===== src/rtl/irq_rotor_pkg.sv =====
package irq_rotor_pkg;
  localparam int unsigned LINES = 8;                 // power of two: ranks wrap by truncation
  localparam int unsigned IDX_W = $clog2(LINES);

  typedef logic [IDX_W-1:0] line_t;
  typedef logic [IDX_W:0]   prio_t;                  // one extra bit for the empty sentinel

  localparam prio_t PRIO_NONE = prio_t'(LINES);

  // line reached k steps after the rotation base
  function automatic line_t wrap_add(line_t a, line_t b);
    return line_t'(a + b);
  endfunction
endpackage


===== src/rtl/irq_capture.sv =====
module irq_capture
  import irq_rotor_pkg::*;
#(
  parameter int unsigned N = LINES
) (
  input  logic         clk,
  input  logic         rst_n,
  input  logic [N-1:0] line_i,
  input  logic [N-1:0] level_sel_i,
  input  logic [N-1:0] clr_i,
  output logic [N-1:0] req_o
);
  for (genvar g = 0; g < N; g++) begin : g_line
    logic hist_q;
    logic req_q;
    logic rise_w;

    assign rise_w = line_i[g] & ~hist_q;

    always_ff @(posedge clk or negedge rst_n) begin
      if (!rst_n) begin
        hist_q <= 1'b0;
        req_q  <= 1'b0;
      end else begin
        hist_q <= line_i[g];
        if (level_sel_i[g])  req_q <= line_i[g];
        else if (rise_w)     req_q <= 1'b1;
        else if (clr_i[g])   req_q <= 1'b0;
      end
    end

    assign req_o[g] = req_q;

    // level line copies the sampled input
    a_r1_level_copy: assert property (@(posedge clk) disable iff (!rst_n)
      level_sel_i[g] |=> (req_q == $past(line_i[g])));
    // a sampled rising edge latches the request
    a_r2_edge_set: assert property (@(posedge clk) disable iff (!rst_n)
      (!level_sel_i[g] && line_i[g] && !hist_q) |=> req_q);
    // a low input does not drop a latched edge request
    a_r2_edge_hold: assert property (@(posedge clk) disable iff (!rst_n)
      (!level_sel_i[g] && !line_i[g] && req_q && !clr_i[g]) |=> req_q);
    // clear without a fresh edge drops the request
    a_r3_edge_clear: assert property (@(posedge clk) disable iff (!rst_n)
      (!level_sel_i[g] && clr_i[g] && !(line_i[g] && !hist_q)) |=> !req_q);
  end
endmodule


===== src/rtl/irq_prio_scan.sv =====
module irq_prio_scan
  import irq_rotor_pkg::*;
(
  input  logic [LINES-1:0] set_i,
  input  line_t            rot_i,
  output prio_t            rank_o
);
  // walk from the least urgent step down so the most urgent hit is kept
  always_comb begin
    rank_o = PRIO_NONE;
    for (int k = LINES - 1; k >= 0; k--) begin
      if (set_i[wrap_add(line_t'(k), rot_i)]) rank_o = prio_t'(k);
    end
  end
endmodule


===== src/rtl/irq_rotor.sv =====
module irq_rotor
  import irq_rotor_pkg::*;
#(
  parameter int unsigned CASCADE_LINE = 2,
  parameter bit          NEST_MASTER  = 1'b1
) (
  input  logic             clk,
  input  logic             rst_n,
  input  logic [LINES-1:0] req_in,
  input  logic [LINES-1:0] level_sel,
  input  logic [LINES-1:0] req_clr,
  input  logic [LINES-1:0] mask_bits,
  input  logic [LINES-1:0] svc_bits,
  input  logic [IDX_W-1:0] rot_base,
  input  logic             nest_excl,
  output logic [LINES-1:0] pending,
  output logic             irq_valid,
  output logic [IDX_W-1:0] irq_line
);
  logic [LINES-1:0] cand_w;
  logic [LINES-1:0] svc_eff_w;
  prio_t            cand_rank_w;
  prio_t            svc_rank_w;
  logic             win_w;

  irq_capture #(.N(LINES)) u_capture (
    .clk         (clk),
    .rst_n       (rst_n),
    .line_i      (req_in),
    .level_sel_i (level_sel),
    .clr_i       (req_clr),
    .req_o       (pending)
  );

  assign cand_w = pending & ~mask_bits;

  if (NEST_MASTER) begin : g_nest
    logic [LINES-1:0] excl_w;
    assign excl_w    = nest_excl ? (LINES'(1) << CASCADE_LINE) : '0;
    assign svc_eff_w = svc_bits & ~excl_w;
  end else begin : g_flat
    assign svc_eff_w = svc_bits;
  end

  irq_prio_scan u_cand_scan (.set_i(cand_w),    .rot_i(rot_base), .rank_o(cand_rank_w));
  irq_prio_scan u_svc_scan  (.set_i(svc_eff_w), .rot_i(rot_base), .rank_o(svc_rank_w));

  assign win_w     = cand_rank_w < svc_rank_w;
  assign irq_valid = win_w;
  assign irq_line  = win_w ? wrap_add(cand_rank_w[IDX_W-1:0], rot_base) : '0;

  // the reported line is an unmasked pending line
  a_r4_unmasked: assert property (@(posedge clk) disable iff (!rst_n)
    irq_valid |-> (pending[irq_line] && !mask_bits[irq_line]));
  // the reported line is never one that already blocks it
  a_r6_not_in_service: assert property (@(posedge clk) disable iff (!rst_n)
    irq_valid |-> !svc_eff_w[irq_line]);
  // only the cascade line in service cannot block a candidate
  a_r7_cascade_ignored: assert property (@(posedge clk) disable iff (!rst_n)
    (NEST_MASTER && nest_excl && (svc_bits == (LINES'(1) << CASCADE_LINE)) && (cand_w != '0))
      |-> irq_valid);
  // no candidates means no interrupt, and an idle line number is zero
  a_r8_empty_idle: assert property (@(posedge clk) disable iff (!rst_n)
    (cand_w == '0) |-> !irq_valid);
  a_r8_line_zero: assert property (@(posedge clk) disable iff (!rst_n)
    !irq_valid |-> (irq_line == '0));
endmodule


===== config.mk =====
export PLATFORM = sky130hd
export DESIGN_NAME = irq_rotor
export DESIGN_NICKNAME = d
export VERILOG_FILES = /design/src/rtl/irq_rotor_pkg.sv /design/src/rtl/irq_capture.sv /design/src/rtl/irq_prio_scan.sv /design/src/rtl/irq_rotor.sv
export SDC_FILE = /design/constraint.sdc
export NUM_CORES = 1
export LEC_CHECK = 0
export BUFFER_PORTS_ARGS = -buffer_cell sky130_fd_sc_hd__buf_2
export CORE_ASPECT_RATIO = 1.2
export CORE_MARGIN = 4
export CORE_UTILIZATION = 55
export CTS_CLUSTER_SIZE = 28
export DETAILED_ROUTE_END_ITERATION = 8
export PLACE_DENSITY = 0.83
export SLEW_MARGIN = 30
export SYNTH_ARGS = -nofsm -noshare
export SYNTH_HDL_FRONTEND = slang
export SYNTH_SLANG_ARGS = --single-unit

===== constraint.sdc =====
create_clock -name clk -period 11.7 [get_ports clk]
set_input_delay 1.17 -clock clk [delete_from_list [all_inputs] [get_ports clk]]
set_output_delay 1.17 -clock clk [all_outputs]
set_load 0.02 [all_outputs]

==> impl_results.md, run 1 <==
- Run status: finished, final reports clean
- Fin area: 0.00198 mm²
- Cts repair resizes: 0
- Slew Viols, Final: 0
- RSZ-0062 raised after global routing: no
- Antenna violations before repair: 0
- Finished Core Util: 0.687
- Placed instance area: 0.00195 mm²
- Worst path arrival time: around 5.2 ns
- Synth Net Count: about 220
- Final Skew: around 0.0011 ns
- Maxcap violations: 0
- Diodes inserted: 0
- Final setup viols: 0
- Post-route clock period utilization: 0.541
- Chip Height: around 69 µm
- DRT Pass-1 Iters: 6
- P per Cell Area: roughly 110 mW/mm²
- Fmax: ~160 MHz
- EDFF count, synth: 0
- IO Port Bufs: between 50 and 60
- GRT Util Overall: 0.207
- Row count: 21
- Synth area leader: dfrtp_1
- Crit path max fanout: 21
- Worst-skew pair later-pin latency: 0.29 ns
- CP Class: in -> out
- Cell area after synthesis: between 0.0015 and 0.002 mm²
- Tmin final: approximately 6.3 ns
- Worst VDD drop: approximately 0.0001 V
- Final ANT Viol Nets: 0
- YS warnings: 0
- Die area: 0.00409 mm²
- Initial Utilization: 0.595
- Hold Crit Class: reg -> reg
- Nets: approximately 260
- Largest net degree at the start of global routing: 22
- Leak pwr: 0.925 nW
- Setup Fix Bufs, Post-CTS: 0
- Synth Flop Type: dfrtp_1
- Least-Margin Pin Slew: between 0.5 and 0.6 ns
- Reg2Reg Setup Slack: 10.94 ns
- Data required time of the worst path: 10.53 ns
- Initial DRC count: 33
- Fin. Hold Viols: 0
- TNS Setup: 0 ns
- CTS sink cnt: 16
- Most instantiated library cell after synthesis: nand2b_1
- Drt drc: 0
- Grt ovf: 0
- First-pass GRT wire length: around 6600 µm
- Layout area overhead: 15.3%
- Clk slew on worst S/H paths: about 0.090 ns
- I/O Pins: 58
- Kind of start point of the critical path: primary input
- Layout cells sized above 1: 0.419
- RD Place Congestion: around 0.78
- H-tree levels: 1
- Synthesized instance count: ~160
- DP Worst Slack: ~5.4 ns
- Vias in the first global route: 1,532
- Vias: ~1,500
- Top cell type's share of synthesized area: 0.233
- Top post-synthesis cells by area: dfrtp_1 23%, mux4_2 13%, nand2b_1 6.5%
- Register area share after synthesis: 0.233
- Root buffer cell: clkbuf_4
- TritonCTS Buffers: 3
- Post-Route WL: 4050 µm
- Mean Syn Cell Area: between 10 and 15 µm²
- Max clock buf depth: 2
- Most instantiated cells after synthesis: 18 x nand2b_1, 16 x dfrtp_1, 14 x nor2_1
- Asr flop ratio synth: 1.00
- Die Wd: around 60 µm
- Final Worst Setup Slack: ~5.4 ns
- Drt wl/cell: approximately 17 µm
- Vias/cell: around 6.1
- CP endpoint kind: output pin
- Synth Register Bits: 16
- Slew HR: 0.630
- CTS tree: built
- Hold_buf cts: 0
- Post-DP HPWL: ~3400 µm
- Netlist cell types: 52
- Core area: roughly 0.0029 mm²
power by group:
part | leakage, nW | total (mW) | switching (mW) | internal (mW)
clock network | 0.0210 | 0.0360 | 0.0170 | 0.0190
registers | 0.189 | 0.0617 | 0.00277 | 0.0590
logic | 0.715 | 0.115 | 0.0633 | 0.0517
total | 0.925 | 0.213 | 0.0831 | 0.130
registers in the layout, indices dropped and copies added (netlist names):
signal                   count
u_capture.g_line.hist_q      8
u_capture.g_line.req_q       8
cells by family (layout without fill, tap and decap cells):
| family | after synthesis | after routing | synth area share |
|---|---|---|---|
| AND/OR/NAND/NOR | 56 | 56 | 0.198 |
| multiplexers | 31 | 31 | 0.293 |
| AO/OA/AOI/OAI | 30 | 30 | 0.127 |
| buffers and inverters | 19 | 66 | 0.0691 |
| flip-flops | 16 | 16 | 0.233 |
| adder cells (fa/ha/maj) | 7 | 7 | 0.0553 |
| XOR/XNOR | 4 | 4 | 0.0247 |
worst paths after layout:
path | start | endpoint | cells after the start
max | rot_base[0] | irq_line[1] | 13
min | u_capture.g_line[7].req_q | u_capture.g_line[7].req_q | 1
max reg2reg | u_capture.g_line[4].req_q | u_capture.g_line[4].req_q | 1
min reg2reg | u_capture.g_line[7].req_q | u_capture.g_line[7].req_q | 1
max in group asynchronous | rst_n | u_capture.g_line[3].req_q | 1
min in group asynchronous | rst_n | u_capture.g_line[2].hist_q | 1
layout make-up:
class	instances	area (µm²)
flip-flops and latches	16	400
inverters	5	18.8
fillers	239	906
well taps	34	42.5
multi-input cells	128	1200
repair buffers	57	285
clock buffers	4	36.3
cell usage in the layout (no fill, tap or decap), types with 3 or more instances in the layout:
cell	synthesis	final
buf_2	2	57
nand2b_1	18	18
dfrtp_1	16	16
nor2_1	14	14
mux4_2	10	10
mux2_2	8	8
mux2i_1	8	8
a22o_1	8	8
nand2_1	6	6
ha_1	6	6
inv_1	5	5
o21ai_0	4	4
nor2b_1	3	3
mux4_1	3	3
a21oi_1	3	3
clkbuf_4	0	3
per-stage QoR:
step | instances | power (mW) | hold slack (ns)
after floorplan | 163 | 0.148 | 0.498
after global placement | 240 | 0.171 | 0.511
after detailed placement | 240 | 0.178 | 0.526
after CTS | 244 | 0.214 | 0.548
after global routing | 244 | 0.226 | 0.567
final | 244 | 0.213 | 0.554
per-layer routing:
metal	routed length (µm)	track usage
met5	0	0
met4	122	0.0932
met3	227	0.0261
met2	2130	0.367
met1	1570	0.239
critical path: stages:
cell and delay (ns):
buf_2 0.36, inv_1 0.21, ha_1 0.53, mux4_2 0.39, mux2_4 0.31, nor2_4 0.10, nand3_2 0.08, or4_1 0.53
ha_1 0.30, a2111oi_0 0.55, o211ai_1 0.26, a21oi_1 0.19, buf_2 0.18
Power figures use the tool's default switching activity.
==> run 2: changes to the inputs <==
--- a/config.mk
+++ b/config.mk
@@ -8,10 +8,10 @@
 export BUFFER_PORTS_ARGS = -buffer_cell sky130_fd_sc_hd__buf_2
 export CORE_ASPECT_RATIO = 1.2
 export CORE_MARGIN = 4
-export CORE_UTILIZATION = 55
+export CORE_UTILIZATION = 46
 export CTS_CLUSTER_SIZE = 28
 export DETAILED_ROUTE_END_ITERATION = 8
-export PLACE_DENSITY = 0.83
+export PLACE_DENSITY = 0.74
 export SLEW_MARGIN = 30
 export SYNTH_ARGS = -nofsm -noshare
 export SYNTH_HDL_FRONTEND = slang
==> constraint.sdc (replaced) <==
create_clock -name clk -period 5.3 [get_ports clk]
set_input_delay 0.53 -clock clk [delete_from_list [all_inputs] [get_ports clk]]
set_output_delay 0.53 -clock clk [all_outputs]
set_load 0.02 [all_outputs]
==> run 2 against run 1 <==
Compared with the run above:
- non-clock buffer count is the same
- hold slack lost 0.37 ns
- via count shrank 4.2%
- largest power group unchanged
- setup slack lost 4.9 ns
- critical path depth is the same
- clock power grew to 2.9 times the previous value
- die area grew 17%
- combinational power grew 110%
- clock-buffer cell count is the same
- sequential cell count is the same
- design area grew 2.1%
- power grew 130%
==> impl_results.md, run 2 (same netlist as run 1, synthesis figures left out) <==
- Layout area overhead: 17.7%
- Slew Viols, Final: 0 (unchanged)
- Kind of start point of the critical path: primary input
- Top flop regs: u_capture.g_line.hist_q: 8 flops, u_capture.g_line.req_q: 8 flops
- CP max stage delay: 0.52 ns (-0.03 ns)
- Worst path arrival time: 4.29 ns (-0.88 ns)
- Cts repair resizes: 0 (unchanged)
- Slew HR: 0.682 (+0.0512)
- Diodes inserted: 0 (unchanged)
- Row count: 24 (+14%)
- Stages on worst setup path: 13 (unchanged)
- Initial Utilization: 0.473 (-0.122)
- Most frequent cells in the layout: 57 x buf_2, 18 x nand2b_1, 16 x dfrtp_1
- Drt drc: 0 (unchanged)
- Hold Crit Class: in -> async
- Post-route clock period utilization: 0.910
- I/O Pins: 58 (unchanged)
- Gate power share: 0.504 (-0.037)
- Chip Height: 75.0 µm (+8.3%)
- Drt wl/cell: 13.1 µm (-21%)
- CP max-delay cell: or4_1
- P per Cell Area: 241 mW/mm² (+120%)
- Post-DP HPWL: 2970 µm (-14%)
- Worst VDD drop: 0.000174 V (+74%)
- IO Port Bufs: 57 (unchanged)
- Root buffer cell: clkbuf_8
- Final setup viols: 0 (unchanged)
- First-pass GRT wire length: 5800 µm (-12%)
- FF-to-FF path depth: 1 (unchanged)
- Max clock buf depth: 2 (unchanged)
- CTS sink cnt: 16 (unchanged)
- Die Wd: 63.8 µm (+8.1%)
- Maxcap violations: 0 (unchanged)
- Vias in the first global route: 1,390 (-9.3%)
- Clk slew on worst S/H paths: 0.06 ns (-0.03 ns)
- Least-Margin Pin Slew: 0.476 ns (-0.0645 ns)
- Final Skew: 0.000549 ns (-0.000509 ns)
- Crit-path cells: buf_2 -> inv_1 -> ha_1 -> mux4_2 -> mux2_4 -> nor2_4 -> nand3_2 -> or4_1 -> ha_1 -> a2111oi_0 -> o211ai_1 -> a21oi_1 -> buf_2
- Nets: 264 (unchanged)
- Vias: 1,421 (-4.2%)
- DRT Pass-1 Iters: 4 (-2)
- TNS Setup: 0 ns (unchanged)
- Die area: 0.00479 mm² (+17%)
- CP Class: in -> out
- Hold_buf cts: 0 (unchanged)
- CTS tree: built
- Commonest non-fill, non-tap cell in the layout: buf_2
- Data required time of the worst path: 4.77 ns (-5.76 ns)
- Clock power frac: 0.218 (+0.049)
- CP bufs+invs: 3 (unchanged)
- Cell Int Power: 0.310 mW (+140%)
- Run status: finished, final reports clean
- Tmin final: roughly 4.8 ns
- TritonCTS Buffers: 3 (unchanged)
- Final Worst Setup Slack: 0.477 ns (-4.89 ns)
- Largest net degree at the start of global routing: 22 (unchanged)
- Core area: 0.00363 mm² (+26%)
- Layout cells sized above 1: 0.419 (unchanged)
- CP endpoint kind: output pin
- H-tree levels: 1 (unchanged)
- Vias/cell: 5.42 (-11%)
- Leak pwr: 0.933 nW (+0.84%)
- Crit path max fanout: 21 (unchanged)
- Worst-skew pair later-pin latency: 0.25 ns (-0.04 ns)
- Family with the most delay on the worst path: compound AO/OA/AOI/OAI gates
- Fin. Hold Viols: 0 (unchanged)
- RSZ-0062 raised after global routing: no
- Setup Fix Bufs, Post-CTS: 0 (unchanged)
- Fmax: 207 MHz
- Antenna violations before repair: 0 (unchanged)
- Switching power: 0.178 mW (+110%)
- Initial DRC count: 30 (-9.1%)
- Post-Route WL: 3440 µm (-15%)
- DP Worst Slack: 0.455 ns (-4.95 ns)
- Seq pwr share: 0.279 (-0.011)
- Final ANT Viol Nets: 0 (unchanged)
- RD Place Congestion: 0.842 (+7.6%)
- GRT Util Overall: 0.151 (-0.0564)
- Grt ovf: 0 (unchanged)
- Switching share of power: 0.364 (-0.0262)
run 2: worst paths after layout:
| path | startpoint | end | slack [ns] |
|---|---|---|---|
| worst min-delay path | rst_n | u_capture.g_line[5].hist_q | 0.18 |
| max in group asynchronous | rst_n | u_capture.g_line[6].hist_q | 4.87 |
| worst max register to register | u_capture.g_line[1].req_q | u_capture.g_line[1].req_q | 4.56 |
| min in group clk | req_in[4] | u_capture.g_line[4].hist_q | 0.40 |
| worst max-delay path | rot_base[0] | irq_line[2] | 0.48 |
| worst min register to register | u_capture.g_line[2].req_q | u_capture.g_line[2].req_q | 0.53 |
run 2: area by class of cell:
type	count	area, µm²
multi-input cells	128	1200
well taps	52	65.1
fillers	340	1610
clock buffers	4	55.1
flip-flops and latches	16	400
repair buffers	57	285
inverters	5	18.8
run 2: layer usage:
layer  track usage  part of all wire  vias to the layer above
li1              -                 -                      705
met1         0.169              0.40                      675
met2         0.279              0.52                       36
met3        0.0269             0.060                        5
met4        0.0695             0.014                        0
met5             0                 0                        -
run 2: metrics by stage:
stage          cells  power (mW)   util  hold slack [ns]  area (µm²)
6_report         262       0.487  0.558            0.180        2030
5_1_grt          262       0.525  0.558            0.193        2030
3_3_place_gp     258       0.384  0.542            0.455        1970
3_5_place_dp     258       0.385  0.542            0.457        1970
2_1_floorplan    163       0.326      -            0.234        1720
4_1_cts          262       0.493  0.558            0.186        2030
run 2: power groups by stage:
stage	clock, mW	sequential [mW]	combinational [mW]
CTS	0.110	0.136	0.248
global placement	0	0.138	0.246
global route	0.116	0.137	0.271
floorplan	0	0.137	0.190
detailed placement	0	0.138	0.247
finish	0.106	0.136	0.245
